===== src/rtl/irq_pin_pkg.sv =====
// irq_pin_pkg
// Shared sizes and the polarity helper for the interrupt pin mapper.
// Assumes: a map word is one polarity bit above the condition enables.
package irq_pin_pkg;
    localparam int unsigned NUM_SRC_DEF = 7;
    localparam int unsigned NUM_PIN_DEF = 2;

    // Turn an asserted/idle level into the pin value for the chosen polarity.
    function automatic logic apply_polarity(input logic asserted, input logic act_low);
        return asserted ^ act_low;
    endfunction
endpackage


===== src/rtl/irq_map_reg.sv =====
// irq_map_reg
// Holds one pin's map word: polarity select on top, condition enables below.
// Assumes: synchronous active-low reset, write strobe sampled on the rising edge.
module irq_map_reg #(
    parameter int unsigned NUM_SRC = 7,
    localparam int unsigned MAP_W  = NUM_SRC + 1
) (
    input  logic               clk,
    input  logic               rst_n,
    input  logic               wr_en,
    input  logic [MAP_W-1:0]   wr_data,
    output logic [NUM_SRC-1:0] src_en,
    output logic               act_low
);
    logic [MAP_W-1:0] map_q;

    // Load the map on a write strobe, clear it on reset.
    always_ff @(posedge clk) begin
        if (!rst_n)
            map_q <= '0;
        else if (wr_en)
            map_q <= wr_data;
    end

    // Split the stored word into its enable field and polarity bit.
    always_comb begin
        src_en  = map_q[NUM_SRC-1:0];
        act_low = map_q[MAP_W-1];
    end

    // a write lands in the register at the next edge
    assert_map_write_R2: assert property (@(posedge clk) disable iff (!rst_n)
        wr_en |=> (map_q == $past(wr_data)));

    // without a write the map holds
    assert_map_hold_R2: assert property (@(posedge clk) disable iff (!rst_n)
        !wr_en |=> $stable(map_q));
endmodule


===== src/rtl/irq_pin_drive.sv =====
// irq_pin_drive
// Combines the enabled status conditions for one pin, applies its polarity,
// and registers the pin value together with its output-enable.
// Assumes: status inputs are levels; enable and polarity come from a map register.
module irq_pin_drive
    import irq_pin_pkg::*;
#(
    parameter int unsigned NUM_SRC = 7
) (
    input  logic               clk,
    input  logic               rst_n,
    input  logic [NUM_SRC-1:0] status,
    input  logic [NUM_SRC-1:0] src_en,
    input  logic               act_low,
    output logic               pin_data,
    output logic               pin_oe
);
    logic any_mapped;
    logic asserted;
    logic data_next;

    // OR of the enabled conditions and the enable decision for this pin.
    always_comb begin
        any_mapped = |src_en;
        asserted   = |(status & src_en);
        data_next  = any_mapped ? apply_polarity(asserted, act_low) : 1'b0;
    end

    // Register the pin value and its enable; float and drive 0 on reset.
    always_ff @(posedge clk) begin
        if (!rst_n) begin
            pin_data <= 1'b0;
            pin_oe   <= 1'b0;
        end else begin
            pin_data <= data_next;
            pin_oe   <= any_mapped;
        end
    end

    // a reset cycle leaves the pin floating and low
    assert_reset_float_R1: assert property (@(posedge clk)
        !rst_n |=> (!pin_oe && !pin_data));

    // nothing enabled means the pin floats next cycle
    assert_unmapped_float_R5: assert property (@(posedge clk) disable iff (!rst_n)
        (src_en == '0) |=> !pin_oe);

    // a floating pin always carries 0
    assert_float_low_R5: assert property (@(posedge clk) disable iff (!rst_n)
        !pin_oe |-> !pin_data);

    // an enabled active condition gives the asserted level one cycle later
    assert_or_active_R4: assert property (@(posedge clk) disable iff (!rst_n)
        ((status & src_en) != '0) |=> (pin_oe && (pin_data == !$past(act_low))));

    // mapped but idle gives the idle level for the chosen polarity
    assert_idle_level_R6: assert property (@(posedge clk) disable iff (!rst_n)
        ((src_en != '0) && ((status & src_en) == '0)) |=>
            (pin_oe && (pin_data == $past(act_low))));
endmodule


===== src/rtl/irq_pin_mapper.sv =====
// irq_pin_mapper
// Top of the dual interrupt pin mapper: one map register and one pin driver
// per pin, built by a generate loop over the pin count.
// Assumes: the chip top puts a tri-state buffer on each pin_data/pin_oe pair.
module irq_pin_mapper
    import irq_pin_pkg::*;
#(
    parameter int unsigned NUM_SRC = NUM_SRC_DEF,
    parameter int unsigned NUM_PIN = NUM_PIN_DEF,
    localparam int unsigned MAP_W  = NUM_SRC + 1
) (
    input  logic               clk,
    input  logic               rst_n,
    input  logic [NUM_SRC-1:0] status,
    input  logic [NUM_PIN-1:0] map_wr_en,
    input  logic [MAP_W-1:0]   map_wr_data,
    output logic [NUM_PIN-1:0] pin_data,
    output logic [NUM_PIN-1:0] pin_oe
);
    for (genvar p = 0; p < NUM_PIN; p++) begin : g_pin
        logic [NUM_SRC-1:0] src_en;
        logic               act_low;

        irq_map_reg #(.NUM_SRC(NUM_SRC)) u_map (
            .clk     (clk),
            .rst_n   (rst_n),
            .wr_en   (map_wr_en[p]),
            .wr_data (map_wr_data),
            .src_en  (src_en),
            .act_low (act_low)
        );

        irq_pin_drive #(.NUM_SRC(NUM_SRC)) u_drive (
            .clk      (clk),
            .rst_n    (rst_n),
            .status   (status),
            .src_en   (src_en),
            .act_low  (act_low),
            .pin_data (pin_data[p]),
            .pin_oe   (pin_oe[p])
        );
    end

    // both pins float on the cycle after any reset cycle
    assert_both_float_R1: assert property (@(posedge clk)
        !rst_n |=> (pin_oe == '0));
endmodule


===== config.mk =====
export PLATFORM = sky130hd
export DESIGN_NAME = irq_pin_mapper
export DESIGN_NICKNAME = d
export VERILOG_FILES = /design/src/rtl/irq_pin_pkg.sv /design/src/rtl/irq_map_reg.sv /design/src/rtl/irq_pin_drive.sv /design/src/rtl/irq_pin_mapper.sv
export SDC_FILE = /design/constraint.sdc
export NUM_CORES = 1
export LEC_CHECK = 0
export BUFFER_PORTS_ARGS = -buffer_cell sky130_fd_sc_hd__buf_4
export CORE_MARGIN = 2
export CORE_UTILIZATION = 40
export CTS_CLUSTER_SIZE = 12
export DETAILED_ROUTE_END_ITERATION = 7
export GPL_ROUTABILITY_DRIVEN = 0
export GPL_TIMING_DRIVEN = 0
export HOLD_SLACK_MARGIN = 0.06
export SYNTH_ARGS = -nofsm -noshare
export SYNTH_HDL_FRONTEND = slang
export SYNTH_SLANG_ARGS = --single-unit

===== constraint.sdc =====
create_clock -name clk -period 1.19 [get_ports clk]
set_input_delay 0.0595 -clock clk [delete_from_list [all_inputs] [get_ports clk]]
set_output_delay 0.0595 -clock clk [all_outputs]
set_load 0.02 [all_outputs]

**Yosys cells after proc, flatten, opt, wreduce, memory -nomap -nowiden**

Cells that the tools add are included.

- Register bits after elaboration: 20
- Bits of input ports: 19

- Bitwise gates (word level): 4
- Reductions and logical operators: 6

Operators by type and width:

| kind | count |
|---|---|
| 7-bit OR reduction | 4 |
| 7-bit AND | 2 |
| 2-bit AND reduction | 2 |
| 1-bit XOR | 2 |

**Logic depth before layout (Yosys ltp)**

Gate-level depths: netlist of the first run.

- Depth after elaboration: 3
- Depth in mapped cells: 3

**Modules after synthesis**

From an unflattened synthesis of the first run, not the netlist that was laid out.

- Cell total of the unflattened synthesis: 72
- Area, all modules: 815.8 sq um

Modules (own cells, without submodules):

| module | instances | cells each | area each (sq um) | seq. area each (sq um) |
|---|---|---|---|---|
| irq_map_reg | 2 | 25 | 301.5 | 160.2 |
| irq_pin_drive | 2 | 11 | 106.4 | 40.0 |

**Worst setup path after synthesis of the first run**

No wires, ideal clock.

- Kind: register to register
- Start point: reg g_pin[1].u_map.map_q[4]
- End point: reg g_pin[1].u_drive.pin_data
- Setup time: 0.116 ns
- Arrival: 0.865 ns
- Data required time: 1.074 ns
- Slack: 0.209 ns
- Cell stages (with the launch flop): 4
- Clock period less this slack: 0.981 ns
- Cell sequence: dfxtp_1 > a222oi_1 > a31o_1 > a21boi_1

- Cells in the longest elaborated chain, start to end: 3

RTL lines:

| item | line | text |
|---|---|---|
| start, declared | irq_map_reg.sv:15 | `logic [MAP_W-1:0] map_q;` |
| start signal, assigned | irq_map_reg.sv:22 | `map_q <= wr_data;` |
| 7-bit AND | irq_pin_drive.sv:25 | `asserted = \|(status & src_en);` |
| 7-bit OR reduction | irq_pin_drive.sv:25 |  |
| 1-bit XOR | irq_pin_pkg.sv:10 | `return asserted ^ act_low;` |
| end signal, assigned | irq_pin_drive.sv:35 | `pin_data <= data_next;` |
| end, declared | irq_pin_drive.sv:15 | `output logic pin_data,` |

Several ways; a longest one is shown, not always the timed one.
A chain may end at the register's enable or synchronous reset.

**Worst setup path after layout of the first run**

- Start point: reg g_pin[1].u_map.map_q[5]
- End point: reg g_pin[1].u_drive.pin_data

The elaborated chain is that of the path after synthesis.

==> results of run 1 <==
-- metrics by stage --
stage / instance area (sq um) / utilization (%) / cells / hold WS [ps]
finish: 1150 / 58.8 / 137 / 101
global placement: 1020 / 52.0 / 124 / 328
CTS: 1150 / 58.5 / 137 / 95.4
floorplan: 837 / - / 77 / 188
global route: 1150 / 58.8 / 137 / 124
detailed placement: 1020 / 52.0 / 124 / 335
-- power by group through the flow --
stage               sequential (mW)  combinational [mW]  clock (mW)
floorplan                     0.752               0.150           0
detailed placement            0.760               0.242           0
CTS                           0.745               0.266       0.409
global placement              0.759               0.239           0
finish                        0.748               0.264       0.395
global route                  0.754               0.291       0.428
-- layout make-up --
class	count	area (sq um)	area share, %
Buffer	7	43.8	3.80
Sequential cell	20	400	34.7
Tap cell	27	33.8	2.93
Multi-Input combinational cell	50	399	34.6
Clock buffer	4	36.3	3.15
Timing Repair Buffer	29	240	20.8
-- per-layer routing --
metal / routed length [um] / up-vias
met4: 49 / 0
li1: - / 343
met5: 0 / -
met2: 827 / 16
met3: 65 / 6
met1: 865 / 309
-- what timing repair did --
| item | CTS | global route |
|---|---|---|
| endpoints found under the setup margin | 0 | 1 |
| hold buffers | 9 | 0 |
| endpoints found under the hold margin | 16 | 0 |
| gates resized for setup | 0 | 1 |
-- cells in the final DEF (no fill, tap or decap) --
cell,n
sky130_fd_sc_hd__a31o_1,2
sky130_fd_sc_hd__nor4_2,1
sky130_fd_sc_hd__dlygate4sd3_1,9
sky130_fd_sc_hd__a222oi_1,2
sky130_fd_sc_hd__a22oi_1,4
sky130_fd_sc_hd__clkbuf_8,1
sky130_fd_sc_hd__nor4_1,1
sky130_fd_sc_hd__nor2b_1,16
sky130_fd_sc_hd__clkbuf_4,3
sky130_fd_sc_hd__a21boi_1,2
sky130_fd_sc_hd__mux2i_1,16
sky130_fd_sc_hd__a21boi_0,2
sky130_fd_sc_hd__nor3_1,2
sky130_fd_sc_hd__nand4_1,2
sky130_fd_sc_hd__buf_4,24
sky130_fd_sc_hd__buf_2,2
sky130_fd_sc_hd__dfxtp_1,20
sky130_fd_sc_hd__clkbuf_1,1
-- kinds of logic (layout without fill, tap and decap cells) --
| logic type | count (synthesis) | count (layout) |
|---|---|---|
| simple gates | 22 | 22 |
| flops | 20 | 20 |
| mux | 16 | 16 |
| compound gates | 12 | 12 |
| buf+inv | 7 | 40 |
-- path summary, 6_finish.rpt --
path / startpoint / depth (start not counted) / slack, ps / endpoint
worst max-delay path: g_pin[1].u_map.map_q[5]$_SDFFE_PN0P_ / 3 / 90 / g_pin[1].u_drive.pin_data$_SDFF_PN0_
worst min-delay path: status[6] / 4 / 100 / g_pin[0].u_drive.pin_data$_SDFF_PN0_
worst max register to register: g_pin[1].u_map.map_q[5]$_SDFFE_PN0P_ / 3 / 90 / g_pin[1].u_drive.pin_data$_SDFF_PN0_
worst min register to register: g_pin[1].u_map.map_q[7]$_SDFFE_PN0P_ / 2 / 500 / g_pin[1].u_drive.pin_data$_SDFF_PN0_
-- registers in the layout (all words and copies together), names as in the netlist --
signal and count:
g_pin.u_drive.pin_data 2, g_pin.u_drive.pin_oe 2, g_pin.u_map.map_q 16
-- tightest hold or removal path, cell delays in order --
cell and delay [ps]:
sky130_fd_sc_hd__buf_4 90, sky130_fd_sc_hd__a222oi_1 70, sky130_fd_sc_hd__nand4_1 90, sky130_fd_sc_hd__a21boi_1 60
==> results.md, run 1 <==
Status:
- The run finished with clean final reports.

Drt:
- After detailed routing, the average wire length per cell comes to roughly 13 um.
- The count of nets left with antenna violations once routing finished came out at 0.
- The detailed router's first-iteration violation count is 14.
- The via count is 674.
- The post-detailed-routing wire length is approximately 1.8 mm.
- Using the TritonRoute via totals, the vias-per-cell ratio works out to 4.92.
- After detailed routing, the number of remaining DRC violations is 0.
- The first detailed-routing pass ran for 4 iterations.

Global routing:
- Global routing consumed, over all layers together, between 15 and 20% of the routing resources.
- The number of antenna violations at the first check in global routing came to 0.
- The total congestion overflow is 0.
- The first-pass GRT wire length is around 2.9 mm.
- The via count of the first global-routing pass was roughly 650.
- The global routing stage identified its most utilized layer as met2.
- In the global route stage, met1 resource usage came out at between 20% and 30%.
- The met2 demand-to-capacity share in global routing is between 20 and 30%.
- Entering global routing, the biggest net connects 12 pins.
- The global-route track usage on met3 is approximately 3.0%.

Cells and area:
- The number of inserted diodes is 0.
- The net count of the finished layout is 130.
- Cells with a size suffix above 1 make up ~28% of the layout.
- The area added between synthesis and finish is 37.8%.
- The total of fill cells in the finished design is a little under 200.

STA:
- The count of final hold-check violations is 0.
- Subtracting the final worst setup slack from the clock period gives ~1100 ps.
- The total of endpoints with negative setup slack in the final report is 0.
- The upper clock frequency limit is around 0.91 GHz.
- In this run the tightest slew margin relative to its limit is between 70% and 80%.
- Adding up every negative setup slack in the final design gives 0 ps.
- The final clock period utilization by the worst path is between 90% and 100%.
- For the final database, setup skew stands at a little under 9 ps.
- The max-slew violation total from the final report is 0.
- For the pin with the worst max-slew slack, the measured transition is approximately 380 ps.
- Across all setup checks in the final design, the least slack found is 92.7 ps.
- Setup repair after global routing left no endpoint under its margin.

Yosys:
- Among all flip-flop cells after synthesis, the most frequent one is sky130_fd_sc_hd__dfxtp_1.
- By instance count, the leading cell after synthesis is sky130_fd_sc_hd__dfxtp_1.
- Of all cell types, the one taking the most synthesized area is sky130_fd_sc_hd__dfxtp_1.
- Counting flops and latches in the post-synthesis netlist gives 20.
- The part of the Yosys area used for sequential elements is between 40% and 50%.
- The synthesized-area fraction occupied by and/or/nand/nor cells is around 16%.
- The number of distinct library cells after synthesis is 14.
- Summing the areas of all compound-gate instances in the mapped netlist gives between 10% and 20% of the synthesized area.
- The post-synthesis instance total is 77.
- In the synthesized netlist, the cells that appear most often are sky130_fd_sc_hd__dfxtp_1 (20), sky130_fd_sc_hd__mux2i_1 (16), sky130_fd_sc_hd__nor2b_1 (16).
- The post-synthesis net count is between 90 and 100.
- Of the post-synthesis cell area, the part taken by muxes is a little under a fifth.
- The largest family of logic cells by synthesized area is multiplexers.
- After synthesis the cells add up to 837 sq um.
- The count of flip-flops with a built-in enable after synthesis is 0.
- The post-synthesis adder-cell area fraction is 0%.
- For this run, asynchronously set or reset flops after synthesis account for 0%.
- The fraction of post-synthesis cell area in the top cell type by area is a little under half.
- The count of yosys warnings during synthesis is 0.
- In the post-synthesis netlist, the biggest area contributors are sky130_fd_sc_hd__dfxtp_1 (48%), sky130_fd_sc_hd__mux2i_1 (19%), sky130_fd_sc_hd__nor2b_1 (12%).
- Summing the areas of all xor and xnor instances in the mapped netlist gives 0% of the synthesized area.
- Each instance of the synthesized netlist takes up on average between 10 and 15 sq um.

CTS:
- In this run the number of H-tree levels came out at 1.
- The clock reaches the later pin of the worst-skew pair after roughly 300 ps.
- The clock passes through at most 2 buffers.
- In this run, CTS created clock tree buffers numbering 3.
- The number of sinks driven by the clock tree is 20.
- In this run the clock root is driven by a sky130_fd_sc_hd__clkbuf_4.
- The number of setup buffers added after CTS is 0.
- The TritonCTS clock tree is done.
- Clock-pin slew was measured on the worst setup and hold paths at about 120 ps.

Setup path:
- The largest incremental delay on the critical path is 390 ps.
- The family of cells with the greatest summed delay on the critical path is compound AO/OA/AOI/OAI gates.
- The slowest stage of the critical path belongs to the cell sky130_fd_sc_hd__a222oi_1.
- Traced cell by cell, the critical path runs through a222oi_1 -> nand4_1 -> a21boi_1.
- For the worst setup path, the data required time is approximately 1400 ps.
- The critical setup path kind is flip-flop to flip-flop.
- The buffer and inverter count on the worst path is 0.
- The nature of the critical path endpoint is a flip-flop.
- In this run the worst path has a maximum fanout of 3.
- The data arrival time of the critical path is 1330 ps.
- STA classifies the critical path startpoint as a flip-flop.

Floorplanning:
- The die is 49.7 um wide.
- From bottom edge to top edge, the die measures around 50 um.
- Once the floorplan was initialized, standard cells occupied a little over two fifths of the core.
- The floorplan die area is around 2500 sq um.
- The area of the placeable core is just under 2000 sq um.
- The number of rows created at floorplan is 16.
- The number of top-level pins is 23.

Pwr:
- The internal power component is around 1.1 mW.
- The design draws about 1.4 mW.
- The switching share of power is around a quarter.
- IR analysis of the VDD net gives a maximum drop of between 0.0009 and 0.001 V.
- The part of the power in the clock network is between 20% and 30%.
- The fraction of power consumed by sequential logic is a little over half.
- The portion of total power attributed to combinational logic is 18.8%.
- For this design the static power due to leakage is ~0.5 nW.
- Dividing total power by cell area gives a power density of around 1200 nW/um^2.
- In this run the power spent charging and discharging nets is approximately 0.34 mW.

Hold path:
- The class of the tightest hold or removal check is input port to flip-flop.

Placement:
- The half-perimeter wire length of the detailed placement result is 1.28 mm.
- During placement, the flow inserted port buffers numbering 20.
- Before CTS, the worst setup slack after placement is ~100 ps.

Job:
- Across the run, the number of max-cap violations was 0.
Note: power is estimated with default switching activity, not from simulation.
==> run 2: changes to the inputs <==
- PLACE_DENSITY: unset -> 0.66
- SYNTH_HIERARCHICAL: unset -> 1
- clock period: 1.19 -> 0.93 ns (I/O delays scaled with it)
==> run 2 against run 1 <==
The flow now finishes with violations (negative setup slack). Sequential power increased by 28%. Synthesized area decreased by 2.5%. Global-route usage decreased by 0.16 points. Wire length decreased by 5.9%. Clock power decreased by 4%. Critical path type unchanged. Largest power group unchanged.
==> results.md, run 2 <==
Yosys:
- The mean instance size in the synthesized netlist is 11.3 sq um (+4.2%).
- The commonest cells after synthesis are sky130_fd_sc_hd__dfxtp_1 (20), sky130_fd_sc_hd__mux2i_1 (16), sky130_fd_sc_hd__nor2b_1 (16).
- The post-synthesis net count is 91 (-5.2%).
- sky130_fd_sc_hd__dfxtp_1 is the most common cell in the netlist.
- The number of storage elements in the synthesis netlist is 20 (unchanged).
- The fraction of post-synthesis cell area in the top cell type by area came to 49.1% (+1.2 points).
- The cell taking the most area after synthesis is sky130_fd_sc_hd__dfxtp_1.
- The number of distinct library cells after synthesis is 12 (-2).
- The combined area of all synthesized cells was 816 sq um (-2.5%).
- The count of yosys warnings during synthesis is 6 (+6).
- The post-synthesis instance total is 72 (-6.5%).
- The part of the Yosys area used for sequential elements came to 49.1% (+1.2 points).
- Among all flip-flop cells after synthesis, the most frequent one is sky130_fd_sc_hd__dfxtp_1.
- After synthesis, the cell types taking the most area are sky130_fd_sc_hd__dfxtp_1 (49%), sky130_fd_sc_hd__mux2i_1 (20%), sky130_fd_sc_hd__nor2b_1 (12%).
- The count of flip-flops with a built-in enable after synthesis is 0 (unchanged).
- The share of synthesized flip-flops with an asynchronous set or reset was 0% (unchanged).

Setup path:
- The data arrival time of the critical path is 1320 ps (about the same).
- The startpoint type of the worst setup path is a flip-flop.
- The required time of the critical path was 1110 ps (-310 ps).
- The worst-path maximum fanout was 2 (-1).
- The critical setup path kind is flip-flop to flip-flop.
- The nature of the critical path endpoint is a flip-flop.

CTS:
- The number of sinks driven by the clock tree is 20 (unchanged).
- TritonCTS built the clock tree.
- The clock-pin slew of the registers on the worst-case setup and hold paths is 100 ps (-20 ps).
- In this run the clock root is driven by a sky130_fd_sc_hd__clkbuf_4.
- The maximum number of buffers from clock root to sink is 2 (unchanged).
- The number of buffers created by CTS is 3 (unchanged).
- The clock latency on the worst-skew pair came to 280 ps (-20 ps).
- The depth of the CTS H-tree was 1 (unchanged).

Floorplanning:
- The die boundary width is 49.2 um (-1.2%).
- The number of top-level pins is 23 (unchanged).
- The number of rows created at floorplan is 16 (unchanged).
- The area of the placeable core came to 1940 sq um (-1.0%).
- The y dimension of the die is 49.2 um (-1.2%).
- The initial cell density of the core came to 42.0% (-0.66 points).
- The floorplan die area is 2420 sq um (-2.3%).

Pwr:
- The power density over cell area was 1470 nW/um^2 (+21%).
- The worst ir drop on vdd is 0.000892 V (-7.0%).
- The leakage power figure is 0.493 nW (-2.3%).
- The overall power consumption is 1.67 mW (+19%).

STA:
- The upper clock frequency limit is 0.881 GHz (-3.3%).
- The slew of the pin with the lowest slew margin is 427 ps (+45.6 ps).
- The final clock period utilization by the worst path is 122% (+30 points).
- The max-slew violation total from the final report is 0 (unchanged).
- The final setup skew is 3.89 ps (-4.81 ps).
- The worst setup slack after layout came to -205 ps (-298 ps).
- The total of endpoints with negative setup slack in the final report is 2 (+2).
- Setup repair after global routing could not meet its margin everywhere.
- The max-slew headroom at the worst pin is 71.5% (-3.0 points).
- The count of final hold-check violations was 0 (unchanged).
- The shortest clock period the worst path allows after layout was 1130 ps (+37.5 ps).

Drt:
- The via count is 653 (-3.1%).
- The routed wirelength normalized by instance count is 12.8 um (-3.1%).
- The detailed router's first-iteration violation count came to 20 (+6).
- The DRC violation count after routing was 0 (unchanged).
- The count of antenna-violating nets left after detailed routing was 0 (unchanged).
- The number of detailed-route iterations in the first pass came to 4 (unchanged).
- The ratio of routed vias to standard cells was 4.91 (-0.20%).
- The post-detailed-routing wire length came to 1.70 mm (-5.9%).

Global routing:
- The pin count of the biggest net entering global routing is 19 (+7).
- The all-layer global routing usage was 16.0% (-0.16 points).
- The via count of the first global-routing pass was 657 (+0.61%).
- The number of antenna violations at the first check in global routing is 0 (unchanged).
- The first-pass GRT wire length was 2.89 mm (-1.4%).
- The total congestion overflow came to 0 (unchanged).

Placement:
- The count of buffers inserted at the top-level ports is 20 (unchanged).
- The half-perimeter wire length of the detailed placement result is 1.23 mm (-4.4%).

Cells and area:
- The top cell types in the final layout, fill and taps aside, are sky130_fd_sc_hd__buf_4 (23), sky130_fd_sc_hd__dfxtp_1 (17), sky130_fd_sc_hd__mux2i_1 (16), sky130_fd_sc_hd__nor2b_1 (16), sky130_fd_sc_hd__dlygate4sd3_1 (8).
- The largest registers in the layout are g_pin.u_map/map_q x16, g_pin.u_drive/pin_data x2, g_pin.u_drive/pin_oe x2.
- The register with the most flip-flops is g_pin.u_map/map_q.
- The fraction of layout instances using a drive strength above 1 is 30.2% (+2.0 points).
- The layout net count was 127 (-2.3%).
- Leaving out fill and tap cells, the most frequent cell in the layout is sky130_fd_sc_hd__buf_4.
- The flip-flop count of the largest register, all copies and words added came to 16 (unchanged).
- The core utilization of the finished layout came to 58.4% (-0.36 points).
- The area added between synthesis and finish is 39.1%.
- The number of inserted diodes came to 0 (unchanged).

Status:
- The run finished, with violations left.
- The final reports fail on negative setup slack.

Job:
- The count of max-cap constraint violations came to 0 (unchanged).

Hold path:
- The class of the tightest hold or removal check is input port to flip-flop.
-- run 2: through the flow --
step	setup WS [ps]	area (sq um)	std cells	hold WS, ps	setup TNS, ps
global route	-262	1130	133	85.3	-553
global placement	-176	1000	119	313	-346
finish	-205	1130	133	88.6	-406
detailed placement	-189	1000	119	323	-375
CTS	-197	1120	132	87.7	-392
floorplan	-50.1	816	72	175	-100
-- run 2: critical path, stage by stage, from the launching register on --
cell and delay (ps):
sky130_fd_sc_hd__dfxtp_2 330, sky130_fd_sc_hd__a222oi_1 330, sky130_fd_sc_hd__buf_4 180, sky130_fd_sc_hd__a31o_1 130
sky130_fd_sc_hd__a21boi_1 60
-- run 2: worst paths after layout --
kind                                             start                                   end  slack (ps)  depth (start not counted)
setup / recovery  g_pin[0].u_map/map_q[4]$_SDFFE_PN0P_  g_pin[0].u_drive/pin_data$_SDFF_PN0_        -200                          4
hold reg to reg   g_pin[0].u_map/map_q[7]$_SDFFE_PN0P_  g_pin[0].u_drive/pin_data$_SDFF_PN0_         520                          2
setup reg to reg  g_pin[0].u_map/map_q[4]$_SDFFE_PN0P_  g_pin[0].u_drive/pin_data$_SDFF_PN0_        -200                          4
hold / removal                                   rst_n  g_pin[1].u_map/map_q[4]$_SDFFE_PN0P_          90                          2
-- run 2: area by class of cell --
class	instances	area [sq um]
clock buffer	3	22.5
multi-input combinational	50	399
buffer	2	22.5
tap	27	33.8
sequential	20	404
timing repair buffer	31	253
fill	172	807
-- run 2: power by group --
| part | switching (mW) | total (mW) | internal, mW |
|---|---|---|---|
| clock | 0.230 | 0.380 | 0.150 |
| sequential | 0.0372 | 0.955 | 0.918 |
| combinational | 0.136 | 0.333 | 0.197 |
| total | 0.403 | 1.67 | 1.27 |
-- run 2: repair_timing --
action / in CTS / in global routing
hold buffers: 8 / 0
setup endpoints to repair: 2 / 4
pin swaps: 8 / 2
setup buffers: 2 / 1
endpoints found under the hold margin: 15 / 0
resized for setup: 2 / 4
gates cloned: 0 / 0
-- run 2: layer usage --
layer  track usage (%)  part of all wire [%]
met4              9.52                  0.76
met2              24.8                    46
met1              19.8                    48
met3              3.99                   6.1
met5                 0                     0
-- run 2: kinds of logic after synthesis --
logic type | count (synthesis) | share of synthesized area (%)
AO/OA/AOI/OAI | 12 | 12.0
buffers and inverters | 2 | 2.76
flip-flops | 20 | 49.1
multiplexers | 16 | 19.6
AND/OR/NAND/NOR | 22 | 16.6
